`src/rtl/cvs_pkg.sv`:
```
package cvs_pkg;

    // Kind of guess placed at a carry break
    typedef enum logic {
        APX_ZERO = 1'b0,   // carry guessed as constant 0
        APX_GEN  = 1'b1    // carry guessed as generate of the bit below
    } apx_mode_e;

    localparam int unsigned POS_BITS = 8;  // width of one break-position field

    function automatic logic maj3(logic x, logic y, logic z);
        return (x & y) | (x & z) | (y & z);
    endfunction

endpackage

```
`src/rtl/cvs_exact_chain.sv`:
```
// Full ripple from bit 0 up to the highest break; yields true carries at breaks.
module cvs_exact_chain
    import cvs_pkg::*;
#(
    parameter int unsigned SPAN     = 11,
    parameter int unsigned NCUT     = 2,
    parameter logic [NCUT*POS_BITS-1:0] CUT_POS = {8'd11, 8'd5}
) (
    input  logic [SPAN-1:0] a,
    input  logic [SPAN-1:0] b,
    input  logic            cin,
    output logic [NCUT-1:0] cut_carry
);

    logic [SPAN:0] c;

    assign c[0] = cin;

    for (genvar i = 0; i < SPAN; i++) begin : g_rip
        assign c[i+1] = maj3(a[i], b[i], c[i]);
    end

    for (genvar k = 0; k < NCUT; k++) begin : g_tap
        localparam int unsigned P = int'(CUT_POS[k*POS_BITS +: POS_BITS]);
        assign cut_carry[k] = c[P];
    end

endmodule

```
`src/rtl/cvs_spec_chain.sv`:
```
// Segmented ripple: at each break the carry comes from a guess or a stored value.
module cvs_spec_chain
    import cvs_pkg::*;
#(
    parameter int unsigned WIDTH    = 16,
    parameter int unsigned NCUT     = 2,
    parameter logic [NCUT*POS_BITS-1:0] CUT_POS = {8'd11, 8'd5},
    parameter logic [NCUT-1:0]          APPROX_GEN = 2'b01
) (
    input  logic [WIDTH-1:0] a,
    input  logic [WIDTH-1:0] b,
    input  logic             cin,
    input  logic             use_exact,
    input  logic [NCUT-1:0]  exact_cut,
    output logic [NCUT-1:0]  approx,
    output logic [WIDTH-1:0] sum,
    output logic             cout
);

    // Index of the break that sits on carry position pos, or -1
    function automatic int cut_of(int pos);
        int r;
        r = -1;
        for (int k = 0; k < int'(NCUT); k++) begin
            if (int'(CUT_POS[k*POS_BITS +: POS_BITS]) == pos) r = k;
        end
        return r;
    endfunction

    logic [WIDTH:0] c;

    assign c[0] = cin;

    for (genvar k = 0; k < NCUT; k++) begin : g_apx
        localparam int unsigned P = int'(CUT_POS[k*POS_BITS +: POS_BITS]);
        if (apx_mode_e'(APPROX_GEN[k]) == APX_GEN) begin : g_gen
            assign approx[k] = a[P-1] & b[P-1];
        end else begin : g_zero
            assign approx[k] = 1'b0;
        end
    end

    for (genvar i = 0; i < WIDTH; i++) begin : g_bit
        localparam int K = cut_of(i + 1);
        assign sum[i] = a[i] ^ b[i] ^ c[i];
        if (K >= 0) begin : g_brk
            assign c[i+1] = use_exact ? exact_cut[K] : approx[K];
        end else begin : g_rip
            assign c[i+1] = maj3(a[i], b[i], c[i]);
        end
    end

    assign cout = c[WIDTH];

endmodule

```
`src/rtl/cvs_err_detect.sv`:
```
// Per-break equality, combined by an AND tree, then inverted.
module cvs_err_detect #(
    parameter int unsigned NCUT = 2
) (
    input  logic [NCUT-1:0] exact_cut,
    input  logic [NCUT-1:0] approx,
    output logic            mismatch
);

    logic [NCUT-1:0] same;

    for (genvar k = 0; k < NCUT; k++) begin : g_eq
        assign same[k] = exact_cut[k] ~^ approx[k];
    end

    assign mismatch = ~(&same);

endmodule

```
`src/rtl/cvs_adder.sv`:
```
module cvs_adder
    import cvs_pkg::*;
#(
    parameter int unsigned WIDTH    = 16,
    parameter int unsigned NCUT     = 2,
    parameter logic [NCUT*POS_BITS-1:0] CUT_POS = {8'd11, 8'd5},
    parameter logic [NCUT-1:0]          APPROX_GEN = 2'b01
) (
    input  logic             clk,
    input  logic             rst_n,
    input  logic             in_valid,
    output logic             in_ready,
    input  logic [WIDTH-1:0] in_a,
    input  logic [WIDTH-1:0] in_b,
    input  logic             in_cin,
    output logic             out_valid,
    output logic [WIDTH-1:0] out_sum,
    output logic             out_cout,
    output logic             out_busy,
    output logic             out_miss
);

    // Break positions must rise; the last one bounds the exact chain
    localparam int unsigned LAST_POS =
        int'(CUT_POS[(NCUT-1)*POS_BITS +: POS_BITS]);

    typedef struct packed {
        logic             op_valid;
        logic [WIDTH-1:0] a;
        logic [WIDTH-1:0] b;
        logic             cin;
        logic             recover;
        logic [NCUT-1:0]  exact;
    } state_t;

    state_t st_d, st_q;

    logic [NCUT-1:0] ex_cut;
    logic [NCUT-1:0] apx;
    logic            mismatch;
    logic            hold;
    logic            accept;

    cvs_exact_chain #(
        .SPAN    (LAST_POS),
        .NCUT    (NCUT),
        .CUT_POS (CUT_POS)
    ) u_exact (
        .a         (st_q.a[LAST_POS-1:0]),
        .b         (st_q.b[LAST_POS-1:0]),
        .cin       (st_q.cin),
        .cut_carry (ex_cut)
    );

    cvs_spec_chain #(
        .WIDTH      (WIDTH),
        .NCUT       (NCUT),
        .CUT_POS    (CUT_POS),
        .APPROX_GEN (APPROX_GEN)
    ) u_spec (
        .a         (st_q.a),
        .b         (st_q.b),
        .cin       (st_q.cin),
        .use_exact (st_q.recover),
        .exact_cut (st_q.exact),
        .approx    (apx),
        .sum       (out_sum),
        .cout      (out_cout)
    );

    cvs_err_detect #(
        .NCUT (NCUT)
    ) u_err (
        .exact_cut (ex_cut),
        .approx    (apx),
        .mismatch  (mismatch)
    );

    // A fresh operation with a bad guess holds the word for one more cycle
    assign hold     = st_q.op_valid & ~st_q.recover & mismatch;
    assign accept   = in_valid & ~hold;
    assign in_ready = ~hold;

    always_comb begin
        st_d         = st_q;
        st_d.recover = hold;
        if (hold) begin
            st_d.exact = ex_cut;
        end
        if (accept) begin
            st_d.op_valid = 1'b1;
            st_d.a        = in_a;
            st_d.b        = in_b;
            st_d.cin      = in_cin;
        end else if (!hold) begin
            st_d.op_valid = 1'b0;
        end
    end

    always_ff @(posedge clk or negedge rst_n) begin
        if (!rst_n) begin
            st_q <= '0;
        end else begin
            st_q <= st_d;
        end
    end

    assign out_valid = st_q.op_valid & (st_q.recover | ~mismatch);
    assign out_busy  = hold;
    assign out_miss  = st_q.op_valid & st_q.recover;

endmodule

```
`config.mk`:
```
export PLATFORM = sky130hd
export DESIGN_NAME = cvs_adder
export DESIGN_NICKNAME = d
export VERILOG_FILES = /design/src/rtl/cvs_pkg.sv /design/src/rtl/cvs_exact_chain.sv /design/src/rtl/cvs_spec_chain.sv /design/src/rtl/cvs_err_detect.sv /design/src/rtl/cvs_adder.sv
export SDC_FILE = /design/constraint.sdc
export NUM_CORES = 1
export LEC_CHECK = 0
export CAP_MARGIN = 40
export CORE_MARGIN = 2
export CORE_UTILIZATION = 52
export CTS_CLUSTER_DIAMETER = 50
export DETAILED_ROUTE_END_ITERATION = 7
export GPL_ROUTABILITY_DRIVEN = 1
export PLACE_DENSITY = 0.81
export REMOVE_ABC_BUFFERS = 1
export SYNTH_ARGS = -nofsm -noshare
export SYNTH_HDL_FRONTEND = slang
export SYNTH_SLANG_ARGS = --single-unit
```
`constraint.sdc`:
```
create_clock -name clk -period 11.7 [get_ports clk]
set_clock_uncertainty 0.05 [all_clocks]
set_input_delay 2.925 -clock clk [delete_from_list [all_inputs] [get_ports clk]]
set_output_delay 2.925 -clock clk [all_outputs]
set_load 0.005 [all_outputs]
```
==> impl_metrics.json <==
{
  "drt_iter0_drc": 29,
  "core_area_sq_um": 3740,
  "maxSlewViolCount": 0,
  "p_switching_mw": 0.352,
  "dieArea_sq_um": 4520,
  "finalWirelength_microns": 3840,
  "cts_buffer_depth": 2,
  "place_inst": 236,
  "maxUsedRoutingLayer": "met4",
  "cts_tree": "built",
  "crit_family": "adder cells",
  "post-cts-setup-buffer-count": 0,
  "finalCritPeriodShare_pct": 58.6,
  "grt_max_degree": 38,
  "wl_met1_microns": 1630,
  "io_pins": 57,
  "p_seq_share_pct": 25.0,
  "whs_path_depth": 2,
  "tightest_slew_ps": 796,
  "critPathLaunchType": "flop",
  "r2r_slack_ps": 7630,
  "critPathMaxStageDelay_ps": 490,
  "grt-ovfl-total": 0,
  "crit_required_ps": 8730,
  "routedWlPerCell_microns": 15.7,
  "wl_met2_microns": 1850,
  "cts_htree_levels": 2,
  "drc_errors": 0,
  "io_buffers": 56,
  "worst-setup-path-type": "flop to output port",
  "critPathSlowestCell": "clkdlybuf4s50_1",
  "cts_resized": 0,
  "drtPass1Iterations": 4,
  "met3_length_microns": 304,
  "netSwitchingFraction_pct": 33.3,
  "grt_pass1_vias": 1345,
  "p_int_mw": 0.705,
  "die_y_microns": 67.2,
  "hold_path_class": "flop to flop",
  "leakagePower_nw": 1.30,
  "r2r-start": "st_q[4]",
  "ys_ff_latch": 37,
  "holdCritStartpoint": "st_q[1]",
  "worstSetupEndpointType": "output port",
  "drv_cap": 0,
  "hold_end": "st_q[1]",
  "slew-limit-headroom_pct": 47.0,
  "worstPathMaxFanout": 5,
  "crit_top_cell": "fa_1",
  "drive_gt1_share_pct": 21.9,
  "grt_usage_pct": 19.3,
  "worst-path-buf-inv": 4,
  "antenna_found_initial": 0,
  "largest_reg_flops": 37,
  "syn-instance-count": 134,
  "largest_registers": "st_q x37",
  "clockRootBuffer": "clkbuf_8",
  "clock_latency_ps": 290,
  "vias": 1233,
  "synth_area_per_cell_sq_um": 15.5,
  "p_clk_share_pct": 12.4,
  "antenna_cells": 0,
  "fin_tns_setup_ps": 0,
  "netlist_area_sq_um": 2080,
  "clkSlewWorstSetupHoldPaths_ps": 80,
  "peakVddDrop_mv": 0.306,
  "final_antenna_net_count": 0,
  "worstPathArrival_ps": 3880,
  "start_util_pct": 55.5,
  "placementRows": 22,
  "regMostFlops": "st_q",
  "grt_pass1_wl_microns": 6310,
  "area_growth_pct": 34.8,
  "final_nets": 253,
  "gp_congestion": 0.770,
  "p_per_area_nw_per_um2": 377,
  "hpwl_microns": 2870,
  "cts.sinks": 37,
  "r2r_end": "st_q[30]",
  "period_needed_ps": 6860,
  "fmax_mhz": 146,
  "reg2reg_depth": 12,
  "outcome": "finished, final reports clean",
  "ys_seq_area_share_pct": 44.6,
  "hold_viol": 0,
  "crit_chain": "inv_1 -> fa_1 -> inv_1 -> fa_1 -> fa_1 -> fa_1 -> fa_1 -> o21a_1 -> o221ai_2 -> o211a_1 -> nor2_1 -> inv_1 -> clkdlybuf4s50_1",
  "rsz0062_at_grt": "no",
  "yosysUniqueCellTypes": 29,
  "finalSetupViolCount": 0,
  "cts-hold-fix-buffers": 0,
  "numCtsBuffers": 5,
  "p_comb_share_pct": 62.6,
  "yosys_warnings": 0,
  "fin_cells": 244,
  "routed_via_density": 5.05,
  "nFillCells": 245,
  "die_w_microns": 67.2
}
logic make-up after synthesis:
family / after synthesis / synth area share, %
compound gates: 14 / 5.78
xor+xnor: 2 / 0.843
fa+ha+maj: 22 / 18.7
buf+inv: 14 / 3.61
flops: 37 / 44.6
mux: 34 / 23.8
simple gates: 11 / 2.71
final cells by class:
class | instances | area [sq um] | share of cell area (%)
Clock inverter | 3 | 65.1 | 2.32
Tap cell | 48 | 60.1 | 2.14
Multi-Input combinational cell | 83 | 1080 | 38.5
Sequential cell | 37 | 926 | 33.1
Clock buffer | 5 | 68.8 | 2.46
Timing Repair Buffer | 57 | 563 | 20.1
Inverter | 11 | 41.3 | 1.47
cells in the mapped netlist, drive strengths merged:
cell,instances,area [sq um]
fa,15,300
buf,3,33.8
and2,2,12.5
o211a,1,10.0
xor2,1,8.76
or3,1,6.26
o22ai,1,6.26
o21a,3,22.5
nand2b,1,6.26
a21oi,1,5.00
mux2,34,495
o32a,1,10.0
inv,11,41.3
ha,7,87.6
or2,1,6.26
nor2b,1,6.26
o221ai,1,15.0
nand2,2,7.51
nor2,3,11.3
dfrtp,37,926
o22a,1,8.76
o21ai,3,26.3
a211oi,1,7.51
xnor2,1,8.76
a221oi,1,8.76
how the worst max path moves through the flow:
| stage | from | endpoint | cells after the start |
|---|---|---|---|
| final | st_q[4] | in_ready | 13 |
| after detailed placement | st_q[4] | in_ready | 13 |
| after global routing | st_q[4] | in_ready | 13 |
| after floorplan | st_q[8] | out_sum[10] | 8 |
| after CTS | st_q[4] | in_ready | 13 |
| after global placement | st_q[8] | out_sum[10] | 9 |
worst min-delay path, cell delays in order (launching register included):
cell and delay, ps:
dfrtp_1 330, o21ai_0 80, nand2_1 50
routing by layer:
metal / track usage (%) / vias to the layer above
li1: - / 574
met1: 25.0 / 609
met2: 30.3 / 44
met3: 7.00 / 6
met4: 6.12 / 0
met5: 0 / -
cells in the final DEF, fill, tap and decap left out, drive strengths merged:
master / n
clkdlybuf4s50: 55
o21a: 3
dfrtp: 37
clkinv: 1
xor2: 1
o221ai: 1
bufinv: 2
buf: 2
o211a: 1
or2: 1
ha: 7
nor2: 3
and2: 2
inv: 11
nor2b: 1
fa: 15
mux2: 34
xnor2: 1
o22ai: 1
a221oi: 1
o22a: 1
a211oi: 1
nand2b: 1
a21oi: 1
or3: 1
clkbuf: 5
o32a: 1
o21ai: 3
nand2: 2
power by group through the flow:
stage / registers, mW / logic, mW / clock network [mW]
finish: 0.264 / 0.662 / 0.131
global route: 0.276 / 0.727 / 0.139
CTS: 0.265 / 0.674 / 0.133
detailed placement: 0.267 / 0.665 / 0
global placement: 0.261 / 0.646 / 0
floorplan: 0.250 / 0.368 / 0
per-stage QoR:
step	instance area (sq um)	hold slack, ps	power (mW)	setup WS [ps]	util [%]
after floorplan	2040	404	0.617	5760	-
after global placement	2670	429	0.907	5230	71.3
after detailed placement	2670	428	0.932	5150	71.3
after CTS	2800	448	1.07	4800	74.8
after global routing	2800	480	1.14	4640	74.8
final	2800	444	1.06	4840	74.8
No activity file was read; power rests on OpenSTA's default activity.
